===== src/rtl/rxfd_pkg.sv =====
package rxfd_pkg;
    localparam int CHAR_W = 8;

    typedef logic [CHAR_W-1:0] char_t;

    typedef struct packed {
        logic xon;
        logic xoff;
        logic spec;
    } hit_t;

    typedef enum logic [1:0] {
        EV_NONE   = 2'd0,
        EV_HALT   = 2'd1,
        EV_RESUME = 2'd2
    } flow_ev_e;

    typedef struct packed {
        logic     store;
        flow_ev_e ev;
        logic     spec;
        char_t    data;
    } verdict_t;

    function automatic flow_ev_e pick_event(input logic valid, input hit_t h);
        if (!valid)
            return EV_NONE;
        else if (h.xoff)
            return EV_HALT;
        else if (h.xon)
            return EV_RESUME;
        return EV_NONE;
    endfunction
endpackage


===== src/rtl/rxfd_match.sv =====
module rxfd_match
    import rxfd_pkg::*;
#(
    parameter int NUM_PAIRS = 2,
    parameter int SPEC_PAIR = 1
) (
    input  char_t                         rx_char,
    input  logic [NUM_PAIRS*CHAR_W-1:0]   xon_tbl,
    input  logic [NUM_PAIRS*CHAR_W-1:0]   xoff_tbl,
    input  logic [NUM_PAIRS-1:0]          mode,
    input  logic                          spec_en,
    output hit_t                          hit
);
    logic [NUM_PAIRS-1:0] on_hit;
    logic [NUM_PAIRS-1:0] off_hit;

    // Pair k is live when mode bit (NUM_PAIRS-1-k) is set.
    for (genvar k = 0; k < NUM_PAIRS; k++) begin : g_pair
        logic live;
        assign live       = mode[NUM_PAIRS-1-k];
        assign on_hit[k]  = live && (rx_char == xon_tbl[k*CHAR_W +: CHAR_W]);
        assign off_hit[k] = live && (rx_char == xoff_tbl[k*CHAR_W +: CHAR_W]);
    end

    always_comb begin
        hit.xon  = |on_hit;
        hit.xoff = |off_hit;
        hit.spec = spec_en && (rx_char == xoff_tbl[SPEC_PAIR*CHAR_W +: CHAR_W]);
    end
endmodule


===== src/rtl/rxfd_decide.sv =====
module rxfd_decide
    import rxfd_pkg::*;
(
    input  logic     valid,
    input  char_t    rx_char,
    input  hit_t     hit,
    output verdict_t verdict
);
    always_comb begin
        verdict.data  = rx_char;
        verdict.ev    = pick_event(valid, hit);
        verdict.store = valid && !hit.xon && !hit.xoff;
        verdict.spec  = valid && hit.spec;
    end
endmodule


===== src/rtl/rxfd_flowreg.sv =====
module rxfd_flowreg
    import rxfd_pkg::*;
(
    input  logic     clk,
    input  logic     rst,
    input  verdict_t verdict,
    input  logic     stat_rd,
    output logic     fifo_wr,
    output char_t    fifo_wdata,
    output logic     spec_stat,
    output logic     xoff_irq,
    output logic     tx_halt,
    output logic     tx_resume
);
    always_ff @(posedge clk) begin
        if (rst) begin
            fifo_wr    <= 1'b0;
            fifo_wdata <= '0;
            spec_stat  <= 1'b0;
            xoff_irq   <= 1'b0;
            tx_halt    <= 1'b0;
            tx_resume  <= 1'b0;
        end else begin
            fifo_wr    <= verdict.store;
            fifo_wdata <= verdict.data;
            spec_stat  <= verdict.spec || (spec_stat && !stat_rd);
            xoff_irq   <= (verdict.ev == EV_HALT);
            tx_resume  <= (verdict.ev == EV_RESUME);
            case (verdict.ev)
                EV_HALT:   tx_halt <= 1'b1;
                EV_RESUME: tx_halt <= 1'b0;
                default:   tx_halt <= tx_halt;
            endcase
        end
    end
endmodule


===== src/rtl/rx_flowchar_detect.sv =====
module rx_flowchar_detect #(
    parameter int NUM_PAIRS = 2,
    parameter int SPEC_PAIR = 1,
    localparam int TBL_W    = NUM_PAIRS * rxfd_pkg::CHAR_W
) (
    input  logic                        clk,
    input  logic                        rst,
    input  logic                        chr_valid,
    input  logic [rxfd_pkg::CHAR_W-1:0] chr_data,
    input  logic                        spec_en,
    input  logic [NUM_PAIRS-1:0]        flow_mode,
    input  logic [TBL_W-1:0]            xon_chars,
    input  logic [TBL_W-1:0]            xoff_chars,
    input  logic                        stat_rd,
    output logic                        fifo_wr,
    output logic [rxfd_pkg::CHAR_W-1:0] fifo_wdata,
    output logic                        spec_stat,
    output logic                        xoff_irq,
    output logic                        tx_halt,
    output logic                        tx_resume
);
    rxfd_pkg::hit_t     hit;
    rxfd_pkg::verdict_t verdict;

    rxfd_match #(.NUM_PAIRS(NUM_PAIRS), .SPEC_PAIR(SPEC_PAIR)) u_match (
        .rx_char  (chr_data),
        .xon_tbl  (xon_chars),
        .xoff_tbl (xoff_chars),
        .mode     (flow_mode),
        .spec_en  (spec_en),
        .hit      (hit)
    );

    rxfd_decide u_decide (
        .valid   (chr_valid),
        .rx_char (chr_data),
        .hit     (hit),
        .verdict (verdict)
    );

    rxfd_flowreg u_regs (
        .clk        (clk),
        .rst        (rst),
        .verdict    (verdict),
        .stat_rd    (stat_rd),
        .fifo_wr    (fifo_wr),
        .fifo_wdata (fifo_wdata),
        .spec_stat  (spec_stat),
        .xoff_irq   (xoff_irq),
        .tx_halt    (tx_halt),
        .tx_resume  (tx_resume)
    );
endmodule


===== config.mk =====
export PLATFORM = sky130hd
export DESIGN_NAME = rx_flowchar_detect
export DESIGN_NICKNAME = d
export VERILOG_FILES = /design/src/rtl/rxfd_pkg.sv /design/src/rtl/rxfd_match.sv /design/src/rtl/rxfd_decide.sv /design/src/rtl/rxfd_flowreg.sv /design/src/rtl/rx_flowchar_detect.sv
export SDC_FILE = /design/constraint.sdc
export NUM_CORES = 1
export LEC_CHECK = 0
export ABC_CLOCK_PERIOD_IN_PS = 3050
export BUFFER_PORTS_ARGS = -buffer_cell sky130_fd_sc_hd__buf_2
export CORE_MARGIN = 3
export CORE_UTILIZATION = 23
export DETAILED_ROUTE_END_ITERATION = 10
export GPL_ROUTABILITY_DRIVEN = 0
export HOLD_SLACK_MARGIN = 0.1
export PLACE_DENSITY_LB_ADDON = 0.2
export RECOVER_POWER = 100
export SYNTH_ARGS = -nofsm -noshare
export SYNTH_HDL_FRONTEND = slang
export SYNTH_SLANG_ARGS = --single-unit

===== constraint.sdc =====
create_clock -name clk -period 3.05 [get_ports clk]
set_clock_uncertainty 0.2 [all_clocks]
set_input_delay 0.1525 -clock clk [delete_from_list [all_inputs] [get_ports clk]]
set_output_delay 0.1525 -clock clk [all_outputs]
set_load 0.02 [all_outputs]

==> results.rst, run 1 <==
.. list-table::
   :header-rows: 1

   * - Metric
     - Value
   * - Ports placed on the boundary
     - 60
   * - CTS tree
     - built
   * - Buffers on Ports
     - 59
   * - Mapped Nets
     - 140
   * - Worst slew margin relative to its limit
     - 65.7%
   * - Maximum capacitance violations
     - 0
   * - FF-to-FF setup slack
     - ~1.7 ns
   * - Mapped Avg Cell Area
     - ~9 µm²
   * - Number of cells on the worst reg-to-reg path
     - 3
   * - Count of unique library cells instantiated by Yosys
     - 21
   * - Growth of design area from synthesis to finish
     - 61.2%
   * - Initial core utilization
     - between 20% and 30%
   * - Die outline width
     - roughly 66 µm
   * - Detail Placement HPWL
     - ~1900 µm
   * - Worst EP arrival
     - roughly 2.6 ns
   * - Total grt overflow
     - 0
   * - Proportion of synthesized flip-flops having asynchronous set or reset
     - 0%
   * - Antenna violations before repair
     - 0
   * - Antenna diodes
     - 0
   * - Highest-delay cell along the critical path
     - dlygate4sd3_1
   * - Total Neg Setup Slack
     - 0 ns
   * - Launch point of the worst hold path
     - flow_mode[1]
   * - Standard-cell rows
     - 21
   * - Net count of the finished layout
     - around 220
   * - Post-synth top cells
     - xor2_1 (19), dfxtp_1 (13), xnor2_1 (13), nor2b_1 (9)
   * - End point of the most critical hold path
     - u_regs.xoff_irq$_SDFF_PP0_
   * - Cell repeated most along the worst path
     - nor2_1
   * - Cell Area, Synth
     - around 830 µm²
   * - Worst hold path class
     - in2reg
   * - Portion of synthesized cell area occupied by the leading cell type
     - a little under a third
   * - Status
     - complete, no violations
   * - Register area share after synthesis
     - between 30 and 40%
   * - Yosys warnings
     - 0
   * - Critical path fanouts, max
     - 5
   * - Clock Tree Buf Depth
     - 2
   * - R2r endpoint
     - u_regs.spec_stat$_SDFF_PP0_
   * - Clock edge transition at the registers on the reported setup and hold paths
     - about 0.070 ns
   * - DP Area
     - between 1000 and 1500 µm²
   * - Worst setup SP type
     - primary input
   * - Core outline area
     - 3420 µm²
   * - Pre-CTS setup slack
     - just over 0.7 ns
   * - Number of synthesized flops with an enable pin
     - 0
   * - Post-CTS Setup Inserts
     - 0
   * - Dominant register cell in the synthesized netlist
     - dfxtp_1
   * - Clk sinks
     - 13
   * - Cell type with the highest aggregate area in the netlist
     - dfxtp_1
   * - Final clock period utilization by the worst path
     - around 87%
   * - Type of element capturing the critical path
     - flip-flop
   * - Cells along the critical path
     - dlygate4sd3_1, clkbuf_1, xor2_1, nor4_1, nand3_1, o31a_1, and3_1, ha_1, nor2_1, a21oi_1, nor2_1
   * - Final Setup Violations
     - 0
   * - Leakage dissipation
     - between 0.5 and 0.6 nW
   * - Area of the die
     - ~4400 µm²
   * - WHS Path Cells
     - 4
   * - Final Hold Violating Endpoints
     - 0
   * - Detailed-routing iteration count for the pre-antenna-repair pass
     - 4
   * - Final cell count without fillers
     - 213
   * - Number of remaining DRC errors
     - 0
   * - RSZ-0062 raised after global routing
     - no
   * - Clock latency of the later-clocked register in the worst-skew pair
     - 0.27 ns
   * - Transition time of the tightest slew-check pin
     - 0.510 ns
   * - Leading post-synthesis cells by cell area
     - dfxtp_1 (31%), xor2_1 (20%), xnor2_1 (14%)
   * - Number of placed instances, taps included
     - 187
   * - Count of fill cells added during filler insertion
     - 374
   * - Pwr Density
     - about 300 nW/µm²
   * - Clock period minus worst slack
     - ~2.7 ns
   * - Vias in the first global route
     - around 920
   * - Average wire per standard cell
     - between 10 and 15 µm
   * - Final Instance Area
     - ~1300 µm²
   * - Max rail drop VDD
     - 0.168 mV
   * - Highest achievable clock rate
     - roughly 380 MHz
   * - Maximum number of pins on one net before global-route repair
     - 13
   * - H-Tree Level Count
     - 1
   * - Number of vias after detailed routing
     - ~870
   * - Launch point of the worst reg-to-reg path
     - u_regs.spec_stat$_SDFF_PP0_
   * - Required time of the critical path
     - ~3 ns
   * - Y dimension of the die
     - 66.2 µm
   * - Utilization after layout
     - 39.4%
   * - Cell family with the largest share of critical-path delay
     - simple AND/OR/NAND/NOR gates
   * - Biggest cell delay along the critical path
     - roughly 0.55 ns
   * - Via density per instance
     - 4.08
   * - Gr usage total
     - 11.9%
   * - Global-route wire length before repair
     - 3930 µm
   * - Post-synthesis cell count
     - 91
   * - ANT nets after route
     - 0
   * - Flops & latches, synth
     - 13
   * - Drt first-iter violations
     - 7
   * - Total CTS buffers
     - 3
   * - WP buf/inv
     - 2
   * - Layout cells sized above 1
     - between 20% and 30%
   * - Final max-slew violation count
     - 0
   * - Crit Path Class
     - in2reg
   * - Clock root cell
     - clkbuf_4
   * - Cell with the most instances after synthesis
     - xor2_1
   * - Total Routed Length
     - approximately 2300 µm
   * - Least setup slack across all paths after layout
     - approximately 0.4 ns
[worst max path at each step]
stage,endpoint,slack [ns],startpoint,cells after the start
floorplan,u_regs.tx_halt$_SDFFE_PP0P_,1.07,chr_data[1],10
detailed placement,u_regs.tx_halt$_SDFFE_PP0P_,0.72,chr_data[5],10
CTS,u_regs.tx_halt$_SDFFE_PP0P_,0.46,chr_data[5],11
global placement,u_regs.tx_halt$_SDFFE_PP0P_,0.78,chr_data[5],10
global route,u_regs.tx_halt$_SDFFE_PP0P_,0.19,chr_data[5],11
finish,u_regs.tx_halt$_SDFFE_PP0P_,0.40,chr_data[5],11
[sequential cells by signal, summed over array words and instances (netlist names)]
signal,count
u_regs.fifo_wdata,8
u_regs.fifo_wr,1
u_regs.spec_stat,1
u_regs.tx_halt,1
u_regs.tx_resume,1
u_regs.xoff_irq,1
[report_power, final]
group          switching, mW  total, mW  internal [mW]
Combinational         0.0555      0.123         0.0671
Clock                 0.0503      0.101         0.0506
Sequential           0.00168      0.178          0.176
[cells by family (layout without fill, tap and decap cells)]
family,after synthesis,after routing,share of synthesized area [%]
AO/OA/AOI/OAI,5,5,4.20
XOR/XNOR,32,32,33.6
adder cells (fa/ha/maj),2,2,3.00
buffers and inverters,9,85,7.95
flip-flops,13,13,31.2
AND/OR/NAND/NOR,30,30,20.1
[per-stage QoR]
stage | hold WS, ns | power (mW)
detailed placement | 0.237 | 0.289
global placement | 0.235 | 0.287
floorplan | 0.0241 | 0.248
finish | 0.114 | 0.401
CTS | 0.110 | 0.407
global route | 0.141 | 0.428
[cell usage in the layout (no fill, tap or decap)]
cell and n:
buf_2 44, dlygate4sd3_1 22, xor2_1 19, clkbuf_1 16
xnor2_1 13, dfxtp_1 13, nor2b_1 9, nand3_1 4
nor4_1 4, nand4_1 3, nor2_1 3, clkbuf_4 3
nor3_1 2, nand2_1 2, a21oi_1 2, nand2b_1 2
ha_1 2, o21ai_0 1, o31a_1 1, and3_1 1
o31ai_1 1
[routing by layer]
metal  up-vias  global-route usage [%]  wire length [µm]  share of wire (%)
met1       377                    12.6               915                 39
met2        39                    20.9              1170                 50
met5         -                       0                 0                  0
met3         6                    3.57               181                7.8
met4         0                    6.09                59                2.5
li1        446                       -                 -                  -
[worst register-to-register path: stages, from the launching register on]
cell           delay [ns]
dfxtp_1              0.32
nand2b_1             0.08
a21oi_1              0.06
dlygate4sd3_1        0.57
[what timing repair did]
| action | in CTS | in global routing |
|---|---|---|
| hold buffers | 22 | 0 |
| endpoints found under the hold margin | 13 | 0 |
| resized for setup | 0 | 0 |
[final cells by class]
type	count	area, µm²	share of cell area, %
Multi-Input combinational cell	69	504	37.5
Timing Repair Buffer	81	497	36.9
Sequential cell	13	260	19.3
Tap cell	46	57.6	4.28
Clock buffer	4	26.3	1.95
(Power assumes the default switching activity.)
==> run 2, diff against run 1 <==
--- a/config.mk
+++ b/config.mk
@@ -5,11 +5,11 @@
 export SDC_FILE = /design/constraint.sdc
 export NUM_CORES = 1
 export LEC_CHECK = 0
-export ABC_CLOCK_PERIOD_IN_PS = 3050
-export BUFFER_PORTS_ARGS = -buffer_cell sky130_fd_sc_hd__buf_2
+export ABC_CLOCK_PERIOD_IN_PS = 2350
 export CORE_MARGIN = 3
 export CORE_UTILIZATION = 23
 export DETAILED_ROUTE_END_ITERATION = 10
+export DONT_BUFFER_PORTS = 1
 export GPL_ROUTABILITY_DRIVEN = 0
 export HOLD_SLACK_MARGIN = 0.1
 export PLACE_DENSITY_LB_ADDON = 0.2
==> constraint.sdc (replaced) <==
create_clock -name clk -period 2.35 [get_ports clk]
set_clock_uncertainty 0.2 [all_clocks]
set_input_delay 0.1175 -clock clk [delete_from_list [all_inputs] [get_ports clk]]
set_output_delay 0.1175 -clock clk [all_outputs]
set_load 0.02 [all_outputs]
==> run 2 against run 1 <==
Total power increased by 15%. Cell count decreased by 30%. Utilization decreased by 9.6 points. First-iteration DRC count increased by 71%. Highest routed layer unchanged.
==> results.rst, run 2 (same netlist as run 1, synthesis figures left out) <==
.. list-table::
   :header-rows: 1

   * - Metric
     - Value
   * - Leakage dissipation
     - 0.368 nW (was 0.596 nW)
   * - Crit Path Class
     - in2reg (unchanged)
   * - Launch point of the worst hold path
     - chr_valid (was flow_mode[1])
   * - ANT nets after route
     - 0 (unchanged)
   * - Net count of the finished layout
     - 153 (was 217)
   * - R2r endpoint
     - u_regs.spec_stat$_SDFF_PP0_ (unchanged)
   * - Clock edge transition at the registers on the reported setup and hold paths
     - 0.08 ns (was 0.07 ns)
   * - RSZ-0062 raised after global routing
     - no (unchanged)
   * - Status
     - complete, no violations (unchanged)
   * - Growth of design area from synthesis to finish
     - 22.0% (was 61.2%)
   * - Critical path fanouts, max
     - 2 (was 5)
   * - WP buf/inv
     - 2 (unchanged)
   * - Final Hold Violating Endpoints
     - 0 (unchanged)
   * - Total Routed Length
     - 2140 µm (was 2320 µm)
   * - Number of remaining DRC errors
     - 0 (unchanged)
   * - End point of the most critical hold path
     - u_regs.tx_resume$_SDFF_PP0_ (was u_regs.xoff_irq$_SDFF_PP0_)
   * - FF-to-FF setup slack
     - 0.86 ns (was 1.73 ns)
   * - Required time of the critical path
     - 2.36 ns (was 2.99 ns)
   * - Worst EP arrival
     - 2.14 ns (was 2.59 ns)
   * - Type of element capturing the critical path
     - flip-flop (unchanged)
   * - Via density per instance
     - 4.30 (was 4.08)
   * - Detailed-routing iteration count for the pre-antenna-repair pass
     - 3 (was 4)
   * - Total grt overflow
     - 0 (unchanged)
   * - Total Neg Setup Slack
     - 0 ns (unchanged)
   * - Detail Placement HPWL
     - 1750 µm (was 1910 µm)
   * - Transition time of the tightest slew-check pin
     - 0.476 ns (was 0.510 ns)
   * - Initial core utilization
     - 24.4% (unchanged)
   * - Cells along the critical path
     - xor2_1, nor4_1, nand4_1, dlygate4sd3_1, a21oi_1, dlygate4sd3_1 (was dlygate4sd3_1, clkbuf_1, xor2_1, nor4_1, nand3_1, o31a_1, and3_1, ha_1, nor2_1, a21oi_1, nor2_1)
   * - Max reg flops
     - 8 (unchanged)
   * - Drt first-iter violations
     - 12 (was 7)
   * - Antenna diodes
     - 0 (unchanged)
   * - Die outline width
     - 66.2 µm (unchanged)
   * - Highest-delay cell along the critical path
     - dlygate4sd3_1 (unchanged)
   * - Standard-cell rows
     - 21 (unchanged)
   * - Gr usage total
     - 10.5% (was 11.9%)
   * - Biggest cell delay along the critical path
     - 0.58 ns (was 0.55 ns)
   * - Core outline area
     - 3420 µm² (unchanged)
   * - Top library cells by usage in the layout, fill and taps aside
     - xor2_1 (19), dlygate4sd3_1 (17), xnor2_1 (13), dfxtp_1 (13), nor2b_1 (9) (was buf_2 (44), dlygate4sd3_1 (22), xor2_1 (19), clkbuf_1 (16))
   * - Clock root cell
     - clkbuf_4 (unchanged)
   * - Max rail drop VDD
     - 0.102 mV (was 0.168 mV)
   * - Worst setup SP type
     - primary input (unchanged)
   * - WHS Path Cells
     - 3 (was 4)
   * - Global-route wire length before repair
     - 3510 µm (was 3930 µm)
   * - Average wire per standard cell
     - 14.3 µm (was 10.9 µm)
   * - Maximum capacitance violations
     - 0 (unchanged)
   * - Antenna violations before repair
     - 0 (unchanged)
   * - Buffers on Ports
     - 0 (was 59)
   * - Final Setup Violations
     - 0 (unchanged)
   * - Layout cells sized above 1
     - 2.91% (was 28.1%)
   * - Most common cell after layout, fill and taps aside
     - xor2_1 (was buf_2)
   * - Clock period minus worst slack
     - around 2.1 ns
   * - Clock latency of the later-clocked register in the worst-skew pair
     - 0.26 ns (was 0.27 ns)
   * - Y dimension of the die
     - 66.2 µm (unchanged)
   * - Count of cells resized by post-cts repair
     - 0 (unchanged)
   * - H-Tree Level Count
     - 1 (unchanged)
   * - Cell repeated most along the worst path
     - dlygate4sd3_1 (was nor2_1)
   * - CTS tree
     - built (unchanged)
   * - Post-CTS Setup Inserts
     - 0 (unchanged)
   * - Ports placed on the boundary
     - 60 (unchanged)
   * - Most flops, register
     - u_regs.fifo_wdata (unchanged)
   * - Vias in the first global route
     - 732 (was 923)
   * - Worst hold path class
     - in2reg (unchanged)
   * - Maximum number of pins on one net before global-route repair
     - 13 (unchanged)
   * - Highest achievable clock rate
     - between 400 and 500 MHz
   * - Area of the die
     - 4390 µm² (unchanged)
   * - Clk sinks
     - 13 (unchanged)
   * - Number of cells on the worst reg-to-reg path
     - 3 (unchanged)
   * - Worst slew margin relative to its limit
     - 68.0% (was 65.7%)
   * - Total CTS buffers
     - 3 (unchanged)
   * - Final clock period utilization by the worst path
     - around 91%
   * - Final max-slew violation count
     - 0 (unchanged)
   * - Pwr Density
     - 453 nW/µm² (was 298 nW/µm²)
   * - Launch point of the worst reg-to-reg path
     - u_regs.spec_stat$_SDFF_PP0_ (unchanged)
   * - Cell family with the largest share of critical-path delay
     - buffers and inverters (was simple AND/OR/NAND/NOR gates)
   * - Clock Tree Buf Depth
     - 2 (unchanged)
   * - Worst-case hold slack
     - 0.117 ns (was 0.114 ns)
   * - Number of vias after detailed routing
     - 641 (was 868)
run 2: cell types whose count changed in the layout (fill, tap and decap cells not counted), sizes merged:
cell         previous run  this run
buf                    44         0
clkbuf                 19         4
dlygate4sd3            22        17
run 2: how the worst max path moves through the flow:
stage / start / endpoint / slack (ns) / cells after the start
global route: xoff_chars[10] / u_regs.spec_stat$_SDFF_PP0_ / 0.06 / 6
floorplan: chr_data[1] / u_regs.tx_halt$_SDFFE_PP0P_ / 0.41 / 10
global placement: chr_data[5] / u_regs.tx_halt$_SDFFE_PP0P_ / 0.28 / 9
finish: xoff_chars[10] / u_regs.spec_stat$_SDFF_PP0_ / 0.22 / 6
CTS: chr_data[5] / u_regs.spec_stat$_SDFF_PP0_ / 0.21 / 6
detailed placement: chr_data[5] / u_regs.tx_halt$_SDFFE_PP0P_ / 0.29 / 9
run 2: layout make-up:
cell class / instances / area [µm²]
clock buffers: 4 / 26.3
fillers: 384 / 2400
well taps: 46 / 57.6
flip-flops and latches: 13 / 260
multi-input cells: 69 / 504
repair buffers: 17 / 170
run 2: what timing repair did:
action,4_1_cts,5_1_grt
setup endpoints to repair,0,0
hold buffers,17,0
hold endpoints to repair,13,0
run 2: worst min-delay path: stages:
cell and delay [ns]:
and3_1 0.16, ha_1 0.16, nor2b_1 0.12
run 2: per-stage QoR:
stage / instance area (µm²) / cells / util, % / setup WS [ns] / total power [mW]
finish: 1020 / 149 / 29.8 / 0.218 / 0.461
global route: 1020 / 149 / 29.8 / 0.0569 / 0.492
CTS: 1020 / 149 / 29.9 / 0.212 / 0.470
detailed placement: 826 / 128 / 24.2 / 0.290 / 0.310
global placement: 826 / 128 / 24.2 / 0.277 / 0.308
floorplan: 835 / 91 / - / 0.409 / 0.321
run 2: report_power, final:
group | leakage [nW] | switching [mW] | internal (mW)
logic | 0.246 | 0.0341 | 0.0519
clock network | 0.0150 | 0.0668 | 0.0657
registers | 0.107 | 0.0143 | 0.229
run 2: layer usage:
layer	GRT usage, %	vias to the layer above	wire length [µm]
met5	0	-	0
met4	3.81	0	17
met2	17.5	35	1080
met1	12.1	284	847
met3	4.25	2	191
li1	-	320	-
==> run 3, diff against run 2 <==
--- a/config.mk
+++ b/config.mk
@@ -5,6 +5,7 @@
 export SDC_FILE = /design/constraint.sdc
 export NUM_CORES = 1
 export LEC_CHECK = 0
+export ABC_AREA = 1
 export ABC_CLOCK_PERIOD_IN_PS = 2350
 export CORE_MARGIN = 3
 export CORE_UTILIZATION = 23
==> run 3 against run 2 <==
Total power up 25%. Combinational power up 60%. Routed wire length up 64%. Area after synthesis up 32%. Maximum frequency up 0.21%. Critical path depth up 5. First-iteration DRC count rose to 3.0 times the previous value. Die area up 29%. Sequential power about the same. Global-route usage up 1.9 points. Flip-flop and latch count unchanged. Utilization up 0.16 points.
==> results.rst, run 3 <==
.. list-table::
   :header-rows: 1

   * - Metric
     - Value
   * - Status
     - complete, no violations (unchanged)
   * - Clock root cell
     - clkbuf_8 (was clkbuf_4)
   * - Maximum capacitance violations
     - 0 (unchanged)
   * - FF-to-FF setup slack
     - 0.88 ns (was 0.86 ns)
   * - Total CTS buffers
     - 3 (unchanged)
   * - Number of vias after detailed routing
     - 1124 (was 641)
   * - Final Setup Violations
     - 0 (unchanged)
   * - Clock period minus worst slack
     - 2.13 ns (about the same)
   * - Standard-cell rows
     - 24 (was 21)
   * - Antenna diodes
     - 0 (unchanged)
   * - Area of the die
     - 5670 µm² (was 4390 µm²)
   * - Launch point of the worst hold path
     - xon_chars[15] (was chr_valid)
   * - Worst slew margin relative to its limit
     - 64.0% (was 68.0%)
   * - Total Neg Setup Slack
     - 0 ns (unchanged)
   * - Top library cells by usage in the layout, fill and taps aside
     - nand2_1 (64), nor2_1 (37), inv_1 (26), dlygate4sd3_1 (18), dfxtp_1 (13) (was xor2_1 (19), dlygate4sd3_1 (17), xnor2_1 (13), dfxtp_1 (13), nor2b_1 (9))
   * - Die outline width
     - 75.3 µm (was 66.2 µm)
   * - Mapped Avg Cell Area
     - 5.75 µm² (was 9.17 µm²)
   * - Clock latency of the later-clocked register in the worst-skew pair
     - 0.24 ns (was 0.26 ns)
   * - Total grt overflow
     - 0 (unchanged)
   * - Max rail drop VDD
     - 0.101 mV (was 0.102 mV)
   * - Clock edge transition at the registers on the reported setup and hold paths
     - 0.05 ns (was 0.08 ns)
   * - Y dimension of the die
     - 75.3 µm (was 66.2 µm)
   * - Drt first-iter violations
     - 36 (was 12)
   * - Net count of the finished layout
     - 260 (was 153)
   * - Crit Path Class
     - in2reg (unchanged)
   * - Cell Area, Synth
     - 1100 µm² (was 835 µm²)
   * - Transition time of the tightest slew-check pin
     - 0.539 ns (was 0.476 ns)
   * - CTS tree
     - built (unchanged)
   * - Count of fill cells added during filler insertion
     - 535 (was 384)
   * - Gr usage total
     - 12.5% (was 10.5%)
   * - H-Tree Level Count
     - 1 (unchanged)
   * - Leakage dissipation
     - 0.718 nW (was 0.368 nW)
   * - Count of unique library cells instantiated by Yosys
     - 23 (was 21)
   * - Growth of design area from synthesis to finish
     - 22.2% (was 22.0%)
   * - Initial core utilization
     - 24.5% (was 24.4%)
   * - Mapped Nets
     - 241 (was 140)
   * - Layout cells sized above 1
     - 8.10% (was 2.91%)
   * - Global-route wire length before repair
     - 5230 µm (was 3510 µm)
   * - Maximum number of pins on one net before global-route repair
     - 14 (was 13)
   * - Via density per instance
     - 4.29 (was 4.30)
   * - DP Area
     - 1130 µm² (was 826 µm²)
   * - Yosys warnings
     - 0 (unchanged)
   * - Highest achievable clock rate
     - 470 MHz (was 469 MHz)
   * - Final max-slew violation count
     - 0 (unchanged)
   * - Clk sinks
     - 13 (unchanged)
   * - Post-CTS Setup Inserts
     - 0 (unchanged)
   * - Critical path fanouts, max
     - 4 (was 2)
   * - Post-synth top cells
     - nand2_1 (62), nor2_1 (36), inv_1 (26), dfxtp_1 (13), nand3_1 (9) (was xor2_1 (19), dfxtp_1 (13), xnor2_1 (13), nor2b_1 (9))
   * - End point of the most critical hold path
     - u_regs.fifo_wr$_SDFF_PP0_ (was u_regs.tx_resume$_SDFF_PP0_)
   * - Final Hold Violating Endpoints
     - 0 (unchanged)
   * - Dominant register cell in the synthesized netlist
     - dfxtp_1 (unchanged)
   * - Number of synthesized flops with an enable pin
     - 0 (unchanged)
   * - Number of cells on the worst reg-to-reg path
     - 3 (unchanged)
   * - Worst EP arrival
     - 2.11 ns (was 2.14 ns)
   * - Register area share after synthesis
     - 23.6% (was 31.2%)
   * - R2r endpoint
     - u_regs.spec_stat$_SDFF_PP0_ (unchanged)
   * - Ports placed on the boundary
     - 60 (unchanged)
   * - WHS Path Cells
     - 6 (was 3)
   * - Pwr Density
     - 427 nW/µm² (was 453 nW/µm²)
   * - Proportion of synthesized flip-flops having asynchronous set or reset
     - 0% (unchanged)
   * - Most flops, register
     - u_regs.fifo_wdata (unchanged)
   * - Post-synthesis cell count
     - 192 (was 91)
   * - Clock Tree Buf Depth
     - 2 (unchanged)
   * - Type of element capturing the critical path
     - flip-flop (unchanged)
   * - Detail Placement HPWL
     - 2830 µm (was 1750 µm)
   * - Leading post-synthesis cells by cell area
     - dfxtp_1 (24%), nand2_1 (21%), nor2_1 (12%) (was dfxtp_1 (31%), xor2_1 (20%), xnor2_1 (14%))
   * - Flops & latches, synth
     - 13 (unchanged)
   * - Worst-case hold slack
     - 0.102 ns (was 0.117 ns)
   * - Cell with the most instances after synthesis
     - nand2_1 (was xor2_1)
   * - Cell type with the highest aggregate area in the netlist
     - dfxtp_1 (unchanged)
   * - Core outline area
     - 4500 µm² (was 3420 µm²)
   * - Max reg flops
     - 8 (unchanged)
   * - Number of remaining DRC errors
     - 0 (unchanged)
   * - Required time of the critical path
     - 2.33 ns (was 2.36 ns)
   * - Buffers on Ports
     - 0 (unchanged)
   * - Final Instance Area
     - 1350 µm² (was 1020 µm²)
   * - Worst hold path class
     - in2reg (unchanged)
   * - Total Routed Length
     - 3500 µm (was 2140 µm)
   * - Vias in the first global route
     - 1105 (was 732)
   * - Antenna violations before repair
     - 0 (unchanged)
   * - Portion of synthesized cell area occupied by the leading cell type
     - 23.6% (was 31.2%)
   * - Final clock period utilization by the worst path
     - 90.5% (was 90.7%)
   * - Sequential Area
     - 260 µm² (unchanged)
   * - RSZ-0062 raised after global routing
     - no (unchanged)
   * - Multi-input gate area in the final layout
     - 667 µm² (was 504 µm²)
   * - Launch point of the worst reg-to-reg path
     - u_regs.spec_stat$_SDFF_PP0_ (unchanged)
   * - Most common cell after layout, fill and taps aside
     - nand2_1 (was xor2_1)
   * - ANT nets after route
     - 0 (unchanged)
   * - Worst setup SP type
     - primary input (unchanged)
   * - Detailed-routing iteration count for the pre-antenna-repair pass
     - 4 (was 3)
   * - Average wire per standard cell
     - 13.3 µm (was 14.3 µm)
[run 3: changes by cell type after synthesis, moves of 3 or more]
| cell | before | now |
|---|---|---|
| inv_1 | 0 | 26 |
| nor2b_1 | 9 | 0 |
| xor2_1 | 19 | 5 |
| nand2_1 | 2 | 62 |
| nand3_1 | 4 | 9 |
| o21ai_0 | 0 | 3 |
| inv_2 | 0 | 6 |
| nor4_1 | 4 | 0 |
| nand2_2 | 0 | 3 |
| nor2_1 | 3 | 36 |
| xnor2_1 | 13 | 6 |
| nor2_2 | 0 | 4 |
[run 3: worst max-delay path by stage]
stage,startpoint,endpoint,slack [ns]
after global routing,chr_data[4],u_regs.tx_halt$_SDFFE_PP0P_,0.1
after detailed placement,chr_data[5],u_regs.tx_halt$_SDFFE_PP0P_,0.70
after floorplan,chr_data[6],u_regs.tx_halt$_SDFFE_PP0P_,0.79
after CTS,chr_data[4],u_regs.xoff_irq$_SDFF_PP0_,0.29
final,chr_data[4],u_regs.xoff_irq$_SDFF_PP0_,0.22
after global placement,chr_data[5],u_regs.tx_halt$_SDFFE_PP0P_,0.69
[run 3: logic make-up after synthesis]
kind of cell	after synthesis	synth area share [%]
AOI/OAI and AO/OA	7	3.17
xor gates and xnor gates	12	10.2
buffers and inverters	38	15.4
DFF	13	23.6
adders and majority gates	2	2.26
and+or+nand+nor	120	45.4
[run 3: critical path, stage by stage]
cell	delay, ns
dlygate4sd3_1	0.64
inv_6	0.09
nand2_1	0.05
nand2_1	0.05
nand2_1	0.05
nor2_1	0.24
nand3_2	0.11
nand2_1	0.08
nand2_2	0.07
nor2_2	0.07
dlygate4sd3_1	0.54
[run 3: area by class of cell]
type | count | share of cell area [%]
tap | 52 | 4.82
multi-input combinational | 141 | 49.4
clock buffer | 4 | 3.34
sequential | 13 | 19.3
timing repair buffer | 18 | 13.3
inverter | 34 | 9.82
[run 3: layer usage]
layer  routed length [µm]  vias to the layer above  track usage [%]
met4                   27                        0             4.66
met2                 1730                       32             21.8
met1                 1450                      484             13.9
met3                  297                        2             4.35
met5                    0                        -                0
li1                     -                      606                -
[run 3: report_power, final]
| part | leakage, nW | switching, mW | internal, mW | total, mW |
|---|---|---|---|---|
| Clock | 0.0228 | 0.0761 | 0.120 | 0.196 |
| Sequential | 0.107 | 0.0138 | 0.229 | 0.243 |
| Combinational | 0.588 | 0.0725 | 0.0652 | 0.138 |
| Total | 0.718 | 0.162 | 0.414 | 0.577 |
[run 3: stage by stage]
| step | worst slack (ns) | power (mW) | util, % | cells |
|---|---|---|---|---|
| 6_report | 0.223 | 0.577 | 30.0 | 262 |
| 5_1_grt | 0.0976 | 0.618 | 30.0 | 262 |
| 4_1_cts | 0.287 | 0.589 | 30.1 | 262 |
| 3_5_place_dp | 0.698 | 0.358 | 25.1 | 240 |
| 3_3_place_gp | 0.695 | 0.358 | 25.1 | 240 |
| 2_1_floorplan | 0.792 | 0.351 | - | 192 |
[run 3: repair_timing]
item                                    4_1_cts  5_1_grt
endpoints found under the hold margin        13        0
gates resized for setup                       0        0
hold buffers                                 18        0
endpoints found under the setup margin        0        0
